<file path="config.mk">
export PLATFORM = sky130hd
export DESIGN_NAME = byte_word_fifo
export DESIGN_NICKNAME = d
export VERILOG_FILES = /design/src/rtl/byte_word_fifo_pkg.sv /design/src/rtl/byte_ring.sv /design/src/rtl/port_mode_fsm.sv /design/src/rtl/err_irq.sv /design/src/rtl/byte_word_fifo.sv
export SDC_FILE = /design/constraint.sdc
export NUM_CORES = 1
export LEC_CHECK = 0
export ABC_AREA = 1
export BUFFER_PORTS_ARGS = -buffer_cell sky130_fd_sc_hd__buf_2
export CORE_UTILIZATION = 40
export DETAILED_ROUTE_END_ITERATION = 12
export SKIP_CTS_REPAIR_TIMING = 1
export SYNTH_ARGS = -nofsm -noshare
export SYNTH_HDL_FRONTEND = slang
export SYNTH_SLANG_ARGS = --single-unit
</file>
<file path="constraint.sdc">
create_clock -name clk -period 2.7 [get_ports clk]
set_clock_uncertainty 0.1 [all_clocks]
set_input_delay 0.405 -clock clk [delete_from_list [all_inputs] [get_ports clk]]
set_output_delay 0.405 -clock clk [all_outputs]
set_load 0.02 [all_outputs]
</file>
<file path="src/rtl/byte_word_fifo_pkg.sv">
package byte_word_fifo_pkg;
    typedef enum logic [1:0] {
        ST_OFF = 2'd0,
        ST_RX  = 2'd1,
        ST_TX  = 2'd2
    } port_state_t;

    localparam int ADDR_W = 8;
    localparam logic [ADDR_W-1:0] OFF_CTRL = 8'h00;
    localparam logic [ADDR_W-1:0] OFF_STAT = 8'h04;
    localparam logic [ADDR_W-1:0] OFF_RAW  = 8'h08;
    localparam logic [ADDR_W-1:0] OFF_IE   = 8'h0C;
    localparam logic [ADDR_W-1:0] OFF_MIS  = 8'h10;
    localparam logic [ADDR_W-1:0] OFF_CLR  = 8'h14;
    localparam logic [ADDR_W-1:0] OFF_DATA = 8'h28;
endpackage

</file>
<file path="src/rtl/byte_ring.sv">
// Circular byte store: single-byte or whole-word put and take.
// DEPTH must be a power of two so the pointers wrap naturally.
module byte_ring #(
    parameter int DEPTH  = 8,
    parameter int BYTE_W = 8,
    parameter int LANES  = 4,
    localparam int PW    = $clog2(DEPTH),
    localparam int CW    = $clog2(DEPTH + 1),
    localparam int WW    = LANES * BYTE_W
) (
    input  logic              clk,
    input  logic              rst_n,
    input  logic              flush,
    input  logic              put_one,
    input  logic [BYTE_W-1:0] one_in,
    input  logic              put_word,
    input  logic [WW-1:0]     word_in,
    input  logic              take_one,
    input  logic              take_word,
    output logic [CW-1:0]     level,
    output logic [BYTE_W-1:0] head,
    output logic [WW-1:0]     word_out
);
    logic [BYTE_W-1:0] mem [DEPTH];
    logic [PW-1:0]     wr_q, rd_q;
    logic [CW-1:0]     level_q;
    logic [CW-1:0]     in_n, out_n;

    always_comb begin
        in_n  = put_one  ? CW'(1) : (put_word  ? CW'(LANES) : '0);
        out_n = take_one ? CW'(1) : (take_word ? CW'(LANES) : '0);
    end

    always_ff @(posedge clk) begin
        if (put_one) begin
            mem[wr_q] <= one_in;
        end else if (put_word) begin
            for (int i = 0; i < LANES; i++) begin
                mem[wr_q + PW'(i)] <= word_in[i*BYTE_W +: BYTE_W];
            end
        end
    end

    always_ff @(posedge clk or negedge rst_n) begin
        if (!rst_n) begin
            wr_q    <= '0;
            rd_q    <= '0;
            level_q <= '0;
        end else if (flush) begin
            wr_q    <= '0;
            rd_q    <= '0;
            level_q <= '0;
        end else begin
            wr_q    <= wr_q + PW'(in_n);
            rd_q    <= rd_q + PW'(out_n);
            level_q <= level_q + in_n - out_n;
        end
    end

    assign level = level_q;
    assign head  = mem[rd_q];

    for (genvar g = 0; g < LANES; g++) begin : g_lane
        assign word_out[g*BYTE_W +: BYTE_W] = mem[rd_q + PW'(g)];
    end
endmodule

</file>
<file path="src/rtl/port_mode_fsm.sv">
// Mode state machine: off, receive, transmit. Configuration is held only while off.
module port_mode_fsm
    import byte_word_fifo_pkg::*;
(
    input  logic        clk,
    input  logic        rst_n,
    input  logic        cfg_wr,
    input  logic        cfg_en,
    input  logic        cfg_dir,
    input  logic        cfg_dma,
    output port_state_t state,
    output logic        dir_q,
    output logic        dma_q,
    output logic        flush
);
    port_state_t state_q, state_d;

    always_ff @(posedge clk or negedge rst_n) begin
        if (!rst_n) begin
            state_q <= ST_OFF;
            dir_q   <= 1'b0;
            dma_q   <= 1'b1;
        end else begin
            state_q <= state_d;
            if (cfg_wr && state_q == ST_OFF) begin
                dir_q <= cfg_dir;
                dma_q <= cfg_dma;
            end
        end
    end

    always_comb begin
        state_d = state_q;
        flush   = 1'b0;
        unique case (state_q)
            ST_OFF: begin
                if (cfg_wr && cfg_en) begin
                    state_d = cfg_dir ? ST_TX : ST_RX;
                end
            end
            ST_RX, ST_TX: begin
                if (cfg_wr && !cfg_en) begin
                    state_d = ST_OFF;
                    flush   = 1'b1;
                end
            end
            default: state_d = ST_OFF;
        endcase
    end

    assign state = state_q;
endmodule

</file>
<file path="src/rtl/err_irq.sv">
// Sticky overrun/underrun flag, its enable, and the masked interrupt.
module err_irq (
    input  logic clk,
    input  logic rst_n,
    input  logic err_evt,
    input  logic clr_req,
    input  logic ie_wr,
    input  logic ie_bit,
    output logic raw,
    output logic ie,
    output logic irq
);
    always_ff @(posedge clk or negedge rst_n) begin
        if (!rst_n) begin
            raw <= 1'b0;
            ie  <= 1'b0;
        end else begin
            if (err_evt)      raw <= 1'b1;
            else if (clr_req) raw <= 1'b0;
            if (ie_wr)        ie  <= ie_bit;
        end
    end

    assign irq = raw & ie;
endmodule

</file>
<file path="src/rtl/byte_word_fifo.sv">
module byte_word_fifo
    import byte_word_fifo_pkg::*;
#(
    parameter int DEPTH  = 8,
    parameter int BYTE_W = 8,
    parameter int LANES  = 4,
    localparam int CW    = $clog2(DEPTH + 1),
    localparam int WW    = LANES * BYTE_W
) (
    input  logic              clk,
    input  logic              rst_n,
    input  logic              reg_wr,
    input  logic              reg_rd,
    input  logic [ADDR_W-1:0] reg_addr,
    input  logic [WW-1:0]     reg_wdata,
    output logic [WW-1:0]     reg_rdata,
    input  logic              port_push,
    input  logic [BYTE_W-1:0] port_din,
    input  logic              port_pull,
    output logic [BYTE_W-1:0] port_dout,
    output logic              dma_req,
    output logic              irq
);
    port_state_t       state;
    logic              dir_q, dma_q, flush;
    logic              in_rx, in_tx;
    logic [CW-1:0]     level, free;
    logic              rdy1, rdy4;
    logic              put_one, put_word, take_one, take_word;
    logic              overrun, underrun;
    logic              raw_flag, ie_flag;
    logic [BYTE_W-1:0] head;
    logic [WW-1:0]     word_out;

    port_mode_fsm u_fsm (
        .clk     (clk),
        .rst_n   (rst_n),
        .cfg_wr  (reg_wr && reg_addr == OFF_CTRL),
        .cfg_en  (reg_wdata[0]),
        .cfg_dir (reg_wdata[1]),
        .cfg_dma (reg_wdata[2]),
        .state   (state),
        .dir_q   (dir_q),
        .dma_q   (dma_q),
        .flush   (flush)
    );

    assign in_rx = (state == ST_RX);
    assign in_tx = (state == ST_TX);
    assign free  = CW'(DEPTH) - level;

    always_comb begin
        rdy1 = 1'b0;
        rdy4 = 1'b0;
        if (in_rx) begin
            rdy1 = level >= CW'(1);
            rdy4 = level >= CW'(LANES);
        end else if (in_tx) begin
            rdy1 = free >= CW'(1);
            rdy4 = free >= CW'(LANES);
        end
    end

    assign take_word = reg_rd && reg_addr == OFF_DATA && in_rx && rdy4;
    assign put_word  = reg_wr && reg_addr == OFF_DATA && in_tx && rdy4;
    assign put_one   = port_push && in_rx && level != CW'(DEPTH);
    assign take_one  = port_pull && in_tx && level != '0;
    assign overrun   = port_push && in_rx && level == CW'(DEPTH);
    assign underrun  = port_pull && in_tx && level == '0;

    byte_ring #(.DEPTH(DEPTH), .BYTE_W(BYTE_W), .LANES(LANES)) u_ring (
        .clk       (clk),
        .rst_n     (rst_n),
        .flush     (flush),
        .put_one   (put_one),
        .one_in    (port_din),
        .put_word  (put_word),
        .word_in   (reg_wdata),
        .take_one  (take_one),
        .take_word (take_word),
        .level     (level),
        .head      (head),
        .word_out  (word_out)
    );

    err_irq u_err (
        .clk     (clk),
        .rst_n   (rst_n),
        .err_evt (overrun || underrun),
        .clr_req (reg_wr && reg_addr == OFF_CLR && reg_wdata[0]),
        .ie_wr   (reg_wr && reg_addr == OFF_IE),
        .ie_bit  (reg_wdata[0]),
        .raw     (raw_flag),
        .ie      (ie_flag),
        .irq     (irq)
    );

    assign port_dout = (in_tx && level != '0) ? head : '0;
    assign dma_req   = dma_q && rdy4;

    always_comb begin
        reg_rdata = '0;
        case (reg_addr)
            OFF_CTRL: begin
                reg_rdata[0] = (state != ST_OFF);
                reg_rdata[1] = dir_q;
                reg_rdata[2] = dma_q;
            end
            OFF_STAT: begin
                reg_rdata[0] = rdy1;
                reg_rdata[1] = rdy4;
            end
            OFF_RAW:  reg_rdata[0] = raw_flag;
            OFF_IE:   reg_rdata[0] = ie_flag;
            OFF_MIS:  reg_rdata[0] = irq;
            OFF_DATA: if (in_rx && rdy4) reg_rdata = word_out;
            default:  reg_rdata = '0;
        endcase
    end
endmodule

</file>
==> out/metrics.csv, run 1 <==
metric,value,unit
tns,0,ps
drt_iter0_drc,805,
slew_headroom,0.554,
num_vias,9070,
start_util,0.407,
regArea,2330,um^2
rows,51,
yosysSeqAreaShare,0.293,
nets,1438,
synth_async_sr_flop_share,0.200,
core_area,19500,um^2
wl_met3,2620,um
num_antenna_cells,0,
globalplace.congestion,0.999,
dieHeight,143,um
layout_commonest_cell,nand2_1,
power.density,834,nW/um^2
layout_common_cells,"nand2_1 (285), nand3_1 (172), nor2_1 (133)",
ys_ff_latch,80,
rsz0062_at_grt,true,
leakagePower,4.69,nW
cts_tree,done,
ant_nets,0,
worstPathArrival,2780,ps
final-instance-count-excl-fill,1637,
status,"complete, no violations",
grt_max_degree,86,
wirelength,32200,um
grt_pass1_wl,48000,um
avgSynthCellArea,6.45,um^2
fillers,2043,
slew_violations,0,
synth-edff-count,64,
period_needed,2640,ps
wire_per_inst,19.7,um
dp_slack,-28.1,ps
syn_area,7930,um^2
wl_met1,14100,um
cp_max_fo,5,
setup_ws,58.4,ps
hold_viol,0,
synth_ff_type,edfxtp_1,
ir_drop,0.000413,V
fmax,379,MHz
tightest_slew,662,ps
track_usage,0.319,
end_kind,flip-flop,
place.port_buffers,95,
total_power,8.22,mW
netlist-cell-type-count,47,
h-tree-depth,3,
final-setup-viol-count,0,
place_hpwl,25300,um
drc,0,
maxCapViolations,0,
syn_nets,1300,
clock_sinks,80,
hp-class,primary input to flip-flop,
layout-drive-gt1-share,0.215,
min_period_over_period,0.978,
design_area,9850,um^2
die_area,20400,um^2
dr.max_layer_used,met4,
io_pins,96,
first_global_vias,8083,
placed_area,9150,um^2
root_buffer,clkbuf_16,
fp.dieW,143,um
place_inst,1603,
detail_route.vias_per_cell,5.54,
synth_cells,1229,
clk_pin_slew,60,ps
clock_path_buffers,2,
syn_to_final_growth,24.2,%
required,2840,ps
grt_overflow_total,0,
wl_met2,14000,um
crit_path_start_kind,flip-flop,
firstDrtPassIters,6,
antenna_found_initial,0,
clock_latency,340,ps
multiInputGateArea,4930,um^2
cts_buffers,9,
path_class,flip-flop to flip-flop,
yosys_warnings,0,
-- per-layer routing --
metal,up-vias,GRT usage
met5,-,0
met4,0,0.136
met3,81,0.0543
met2,457,0.494
met1,4105,0.438
li1,4427,-
-- logic make-up after synthesis --
group / after synthesis / synth area share
AO/OA/AOI/OAI: 209 / 0.147
XOR/XNOR: 7 / 0.00773
adder cells (fa/ha/maj): 17 / 0.0287
buffers and inverters: 204 / 0.104
flip-flops: 80 / 0.293
multiplexers: 16 / 0.0202
AND/OR/NAND/NOR: 696 / 0.399
-- sequential cells by signal (all words and copies together) (netlist names) --
register and cells:
u_fsm.state 2, u_err.raw 1, u_ring.wr_q 3, u_err.ie 1
u_ring.mem 64, u_fsm.dma_q 1, u_ring.rd_q 3, u_fsm.dir_q 1
u_ring.level 4
-- final timing paths --
| path | start | depth (start not counted) | slack [ps] | end |
|---|---|---|---|---|
| setup / recovery | u_fsm.state[0] | 15 | 60 | u_ring.level[3] |
| hold / removal | reg_wdata[2] | 3 | 230 | u_fsm.dma_q |
| setup reg to reg | u_fsm.state[0] | 15 | 60 | u_ring.level[3] |
| min in group asynchronous | rst_n | 2 | 460 | u_ring.wr_q[1] |
| hold reg to reg | u_fsm.dma_q | 2 | 470 | u_fsm.dma_q |
| max in group asynchronous | rst_n | 2 | 1710 | u_fsm.dma_q |
-- worst max-delay path, stage by stage (launching register included) --
cell	delay, ps
dfrtp_1	430
inv_2	110
ha_4	160
nand2_1	80
nor2_2	140
nor2_1	50
nand2_1	120
inv_1	70
fa_1	480
inv_1	40
ha_1	320
a21oi_1	140
nand2_1	80
xnor2_1	120
nand2_1	70
inv_1	30
-- where the power goes --
part / internal (mW) / leakage [nW] / switching [mW]
clock: 0.904 / 0.166 / 0.494
combinational: 1.76 / 3.76 / 3.41
sequential: 1.49 / 0.763 / 0.163
total: 4.16 / 4.69 / 4.06
-- stage by stage --
stage	hold WS [ps]	util
2_1_floorplan	9.41	-
3_3_place_gp	254	0.470
3_5_place_dp	251	0.470
4_1_cts	-117	0.488
5_1_grt	230	0.506
6_report	227	0.506
-- layout make-up --
cell class                 instances  area share
tap                              265      0.0337
inverter                         140      0.0537
sequential                        80       0.236
clock inverter                     7      0.0122
timing repair buffer             191       0.141
clock buffer                       9      0.0229
multi-input combinational        945       0.501
-- cell usage after synthesis (all sizes together) (3+ instances only) --
cell type	count	share of area
a211oi	4	0.0038
a21oi	75	0.047
buf	34	0.024
clkbuf	30	0.015
dfrtp	15	0.047
edfxtp	64	0.24
ha	15	0.024
inv	138	0.065
mux2i	16	0.020
nand2	300	0.15
nand3	180	0.12
nand4	52	0.049
nor2	151	0.078
nor4	3	0.0024
o211ai	11	0.010
o21a	12	0.011
o21ai	82	0.052
o22ai	16	0.013
or2	7	0.0055
xnor2	6	0.0066
Power figures use the tool's default switching activity.
==> run 2: changes to the inputs <==
--- a/config.mk
+++ b/config.mk
@@ -9,6 +9,7 @@
 export BUFFER_PORTS_ARGS = -buffer_cell sky130_fd_sc_hd__buf_2
 export CORE_UTILIZATION = 40
 export DETAILED_ROUTE_END_ITERATION = 12
+export PLACE_DENSITY = 0.64
 export SKIP_CTS_REPAIR_TIMING = 1
 export SYNTH_ARGS = -nofsm -noshare
 export SYNTH_HDL_FRONTEND = slang
==> run 2 against run 1 <==
Setup slack improved by 13 ps. Wire length decreased by 5.5%. Final area fell by 1.4%. Global-route usage is 2.0 points lower. Total power is 3.1% lower. Largest cell class unchanged.
==> out/metrics.csv, run 2 (synthesis gave the netlist of run 1 again) <==
metric,value,unit
power.density,820,nW/um^2
first_global_vias,7692,
root_buffer,clkbuf_16,
layout_common_cells,"nand2_1 (287), nand3_1 (174), nor2_1 (132)",
regMostFlops,u_ring.mem,
p_sw_frac,0.512,
place.port_buffers,95,
num_antenna_cells,0,
rsz0062_at_grt,true,
layout-drive-gt1-share,0.210,
antenna_found_initial,0,
cp_slowest_cell,dfrtp_2,
detail_route.vias_per_cell,5.61,
layout_commonest_cell,nand2_1,
num_vias,9100,
worstPathArrival,2120,ps
min_period_over_period,0.973,
clock_path_buffers,2,
io_pins,96,
crit_chain,inv_2 -> ha_1 -> inv_1 -> buf_12 -> o21ai_0 -> a21oi_1 -> o21a_1 -> buf_2,
clock_latency,340,ps
crit_path_max_incr_delay,500,ps
p_switching,4.08,mW
crit_path_start_kind,flip-flop,
p_int,3.89,mW
total_power,7.96,mW
fp.dieW,143,um
syn_to_final_growth,22.5,%
core_area,19500,um^2
slew_violations,0,
globalplace.congestion,1.03,
leakagePower,4.57,nW
drc,0,
tightest_slew,646,ps
drt_iter0_drc,1000,
final-setup-viol-count,0,
place_hpwl,23800,um
place_inst,1596,
required,2190,ps
grt_max_degree,74,
largest_reg_flops,64,
cts_buffers,9,
wirelength,30400,um
track_usage,0.299,
nets,1422,
start_util,0.407,
firstDrtPassIters,7,
clkPwrFrac,0.146,
whs,224,ps
dp_slack,-10.8,ps
cts_tree,done,
period_needed,2630,ps
hp-class,primary input to flip-flop,
cp_max_fo,30,
ant_nets,0,
die_area,20400,um^2
clock_sinks,80,
hold_viol,0,
grt_pass1_wl,45600,um
p_seq_frac,0.210,
combPwrFrac,0.643,
grt_overflow_total,0,
fmax,380,MHz
status,"complete, no violations",
end_kind,output port,
wire_per_inst,18.8,um
setup_ws,71.6,ps
maxCapViolations,0,
final-instance-count-excl-fill,1621,
path_class,flip-flop to output port,
rows,51,
clk_pin_slew,60,ps
ir_drop,0.000491,V
dieHeight,143,um
h-tree-depth,3,
slew_headroom,0.565,
-- run 2: final timing paths --
| check | start | to | slack (ps) | cells after the start |
|---|---|---|---|---|
| min in group asynchronous | rst_n | u_ring.wr_q[1] | 420 | 2 |
| setup / recovery | u_ring.rd_q[0] | reg_rdata[10] | 70 | 8 |
| hold / removal | reg_wdata[2] | u_fsm.dma_q | 220 | 3 |
| setup reg to reg | u_fsm.state[0] | u_ring.mem[7][3] | 70 | 13 |
| hold reg to reg | u_fsm.dir_q | u_fsm.dir_q | 450 | 2 |
| max in group asynchronous | rst_n | u_fsm.dma_q | 1760 | 2 |
-- run 2: cell type report --
type                       instances  area, um^2
sequential                        80        2330
inverter                         140         533
clock inverter                     7        61.3
timing repair buffer             175        1260
fill                            2001        9750
multi-input combinational        945        4970
clock buffer                       9         225
tap                              265         332
-- run 2: power by group through the flow --
| stage | sequential (mW) | combinational (mW) | clock [mW] |
|---|---|---|---|
| finish | 1.67 | 5.12 | 1.17 |
| global route | 1.70 | 5.58 | 1.23 |
| CTS | 1.64 | 4.61 | 1.18 |
| detailed placement | 1.66 | 4.59 | 0 |
| global placement | 1.65 | 4.55 | 0 |
| floorplan | 1.59 | 3.25 | 0 |
-- run 2: critical path: cells and delay by family (launching register included) --
kind	cells	cell delay, ps
buffers and inverters	4	490
DFF	1	500
AOI/OAI and AO/OA	3	440
adders and majority gates	1	350
-- run 2: routing by layer --
layer,global-route usage,up-vias,part of all wire
met5,0,-,0
met4,0.102,0,0.039
met3,0.0392,75,0.086
met2,0.459,522,0.43
met1,0.430,4101,0.45
li1,-,4402,-
-- run 2: metrics by stage --
step	utilization	instance area, um^2	setup TNS (ps)
floorplan	-	7960	-170
global placement	0.468	9110	0
detailed placement	0.468	9110	-10.8
CTS	0.483	9390	-3170
global route	0.499	9710	-10.9
finish	0.499	9710	0
==> run 3: changes to the inputs <==
--- a/config.mk
+++ b/config.mk
@@ -13,4 +13,5 @@
 export SKIP_CTS_REPAIR_TIMING = 1
 export SYNTH_ARGS = -nofsm -noshare
 export SYNTH_HDL_FRONTEND = slang
+export SYNTH_HIERARCHICAL = 1
 export SYNTH_SLANG_ARGS = --single-unit
==> run 3 against run 2 <==
Sequential cell count unchanged. Wire length grew 2.0%. Non-clock buffer count rose by 27. Total power increased by 7.6%. Core utilization up 1.7 points. Sequential power is essentially flat. Maximum frequency hardly changed. Largest power group unchanged. Highest routed layer unchanged.
==> out/metrics.csv, run 3 <==
metric,value,unit
status,"complete, no violations",
first_global_vias,7689,
h-tree-depth,3,
period_needed,2630,ps
fp.dieW,144,um
die_area,20900,um^2
synthTopCellsByCount,"nand2_1 (524), inv_1 (154), nand3_1 (138)",
num_vias,9031,
critPathTopFamily,buffers and inverters,
syn_area,8120,um^2
power.density,846,nW/um^2
cts_buffers,9,
tightest_slew,489,ps
layout-drive-gt1-share,0.209,
layout_common_cells,"nand2_1 (519), inv_1 (150), nand3_1 (135)",
slew_headroom,0.669,
yosysSeqAreaShare,0.286,
nets,1540,
leakagePower,5.11,nW
crit_path_max_incr_delay,430,ps
path_class,flip-flop to output port,
setup_ws,70.6,ps
synth_top_area_share,0.242,
final-setup-viol-count,0,
synth_ff_type,edfxtp_1,
required,2190,ps
place_hpwl,24700,um
hold_viol,0,
fillers,2055,
io_pins,96,
slew_violations,0,
synth_area_leaders,"nand2_1 (24%), edfxtp_1 (24%), nand3_1 (8.5%)",
yosys.area.top_type,nand2_1,
path_buf_inv,6,
synth_most_common_cell,nand2_1,
hp-class,primary input to flip-flop,
clock_sinks,80,
syn_nets,1386,
whs,227,ps
placed_area,9470,um^2
clock_latency,340,ps
design_area,10100,um^2
grt_pass1_wl,45300,um
grt_overflow_total,0,
grt_max_degree,39,
syn_to_final_growth,24.8,%
avgSynthCellArea,6.17,um^2
num_antenna_cells,0,
clock_path_buffers,2,
min_period_over_period,0.974,
fin_util,0.516,
netlist-cell-type-count,38,
core_area,19700,um^2
worstPathArrival,2120,ps
regArea,2330,um^2
crit_chain,clkinvlp_4 -> buf_12 -> ha_4 -> inv_1 -> buf_12 -> nand2_1 -> nand3_1 -> nand2_1 -> inv_1 -> nor2_4 -> buf_4,
cts_tree,done,
drc,0,
cp_max_fo,32,
drt_iter0_drc,825,
synth-edff-count,64,
maxCapViolations,0,
crit_path_start_kind,flip-flop,
clk_pin_slew,60,ps
rows,51,
synth_async_sr_flop_share,0.200,
multiInputGateArea,5020,um^2
synth_cells,1316,
root_buffer,clkbuf_16,
rsz0062_at_grt,true,
firstDrtPassIters,5,
largest_reg_flops,64,
regMostFlops,u_ring/mem,
globalplace.congestion,0.968,
ys_ff_latch,80,
track_usage,0.297,
start_util,0.413,
antenna_found_initial,0,
layout_commonest_cell,nand2_1,
dieHeight,144,um
total_power,8.57,mW
place.port_buffers,95,
end_kind,output port,
ir_drop,0.000871,V
yosys_warnings,6,
dp_slack,-74.3,ps
detail_route.vias_per_cell,5.19,
wire_per_inst,17.8,um
cp_slowest_cell,dfrtp_2,
wirelength,31000,um
fmax,380,MHz
ant_nets,0,
-- run 3: stage by stage --
stage,instances,setup TNS [ps]
after CTS,1729,-1460
after global routing,1740,-1320
after floorplan,1316,-452
final,1740,0
after global placement,1713,-911
after detailed placement,1713,-3180
-- run 3: layer usage --
layer  track usage  wire length [um]  vias to the layer above
met3        0.0219              2030                       55
met1         0.423             14100                     4035
met2         0.458             13600                      426
li1              -                 -                     4515
met4         0.132              1270                        0
met5             0                 0                        -
-- run 3: logic make-up (layout without fill, tap and decap cells) --
| logic type | after synthesis | after routing | synth area share |
|---|---|---|---|
| muxes | 36 | 36 | 0.0444 |
| DFF | 80 | 80 | 0.286 |
| and+or+nand+nor | 839 | 839 | 0.447 |
| buffers and inverters | 222 | 381 | 0.113 |
| adders and majority gates | 16 | 16 | 0.0265 |
| xor gates and xnor gates | 6 | 6 | 0.00647 |
| AOI/OAI and AO/OA | 117 | 117 | 0.0765 |
-- run 3: tightest hold or removal path, cell delays in order --
cell and delay (ps):
buf_2 120, nand3_1 80, nand2_1 50
-- run 3: final timing paths --
check                          startpoint  slack [ps]  cells past startpoint         endpoint
max in group asynchronous           rst_n        1720                      2      u_fsm/dma_q
max                        u_ring/rd_q[0]          70                     11    reg_rdata[27]
min in group asynchronous           rst_n         450                      2   u_ring/wr_q[1]
min                          reg_wdata[2]         230                      3      u_fsm/dma_q
min reg2reg                   u_fsm/dma_q         370                      2      u_fsm/dma_q
max reg2reg                u_fsm/state[0]          80                     12  u_ring/level[3]
-- run 3: where the power goes --
part           leakage (nW)  internal, mW  switching (mW)  total [mW]
Sequential            0.768          1.49           0.176        1.66
Combinational          4.19          2.01            3.60        5.61
Clock                 0.153         0.811           0.488        1.30
-- run 3: cell type report --
type	count	share of cell area
timing repair buffer	202	0.150
tap	265	0.0327
sequential	80	0.230
inverter	163	0.0610
clock buffer	9	0.0222
clock inverter	7	0.00938
multi-input combinational	1014	0.495
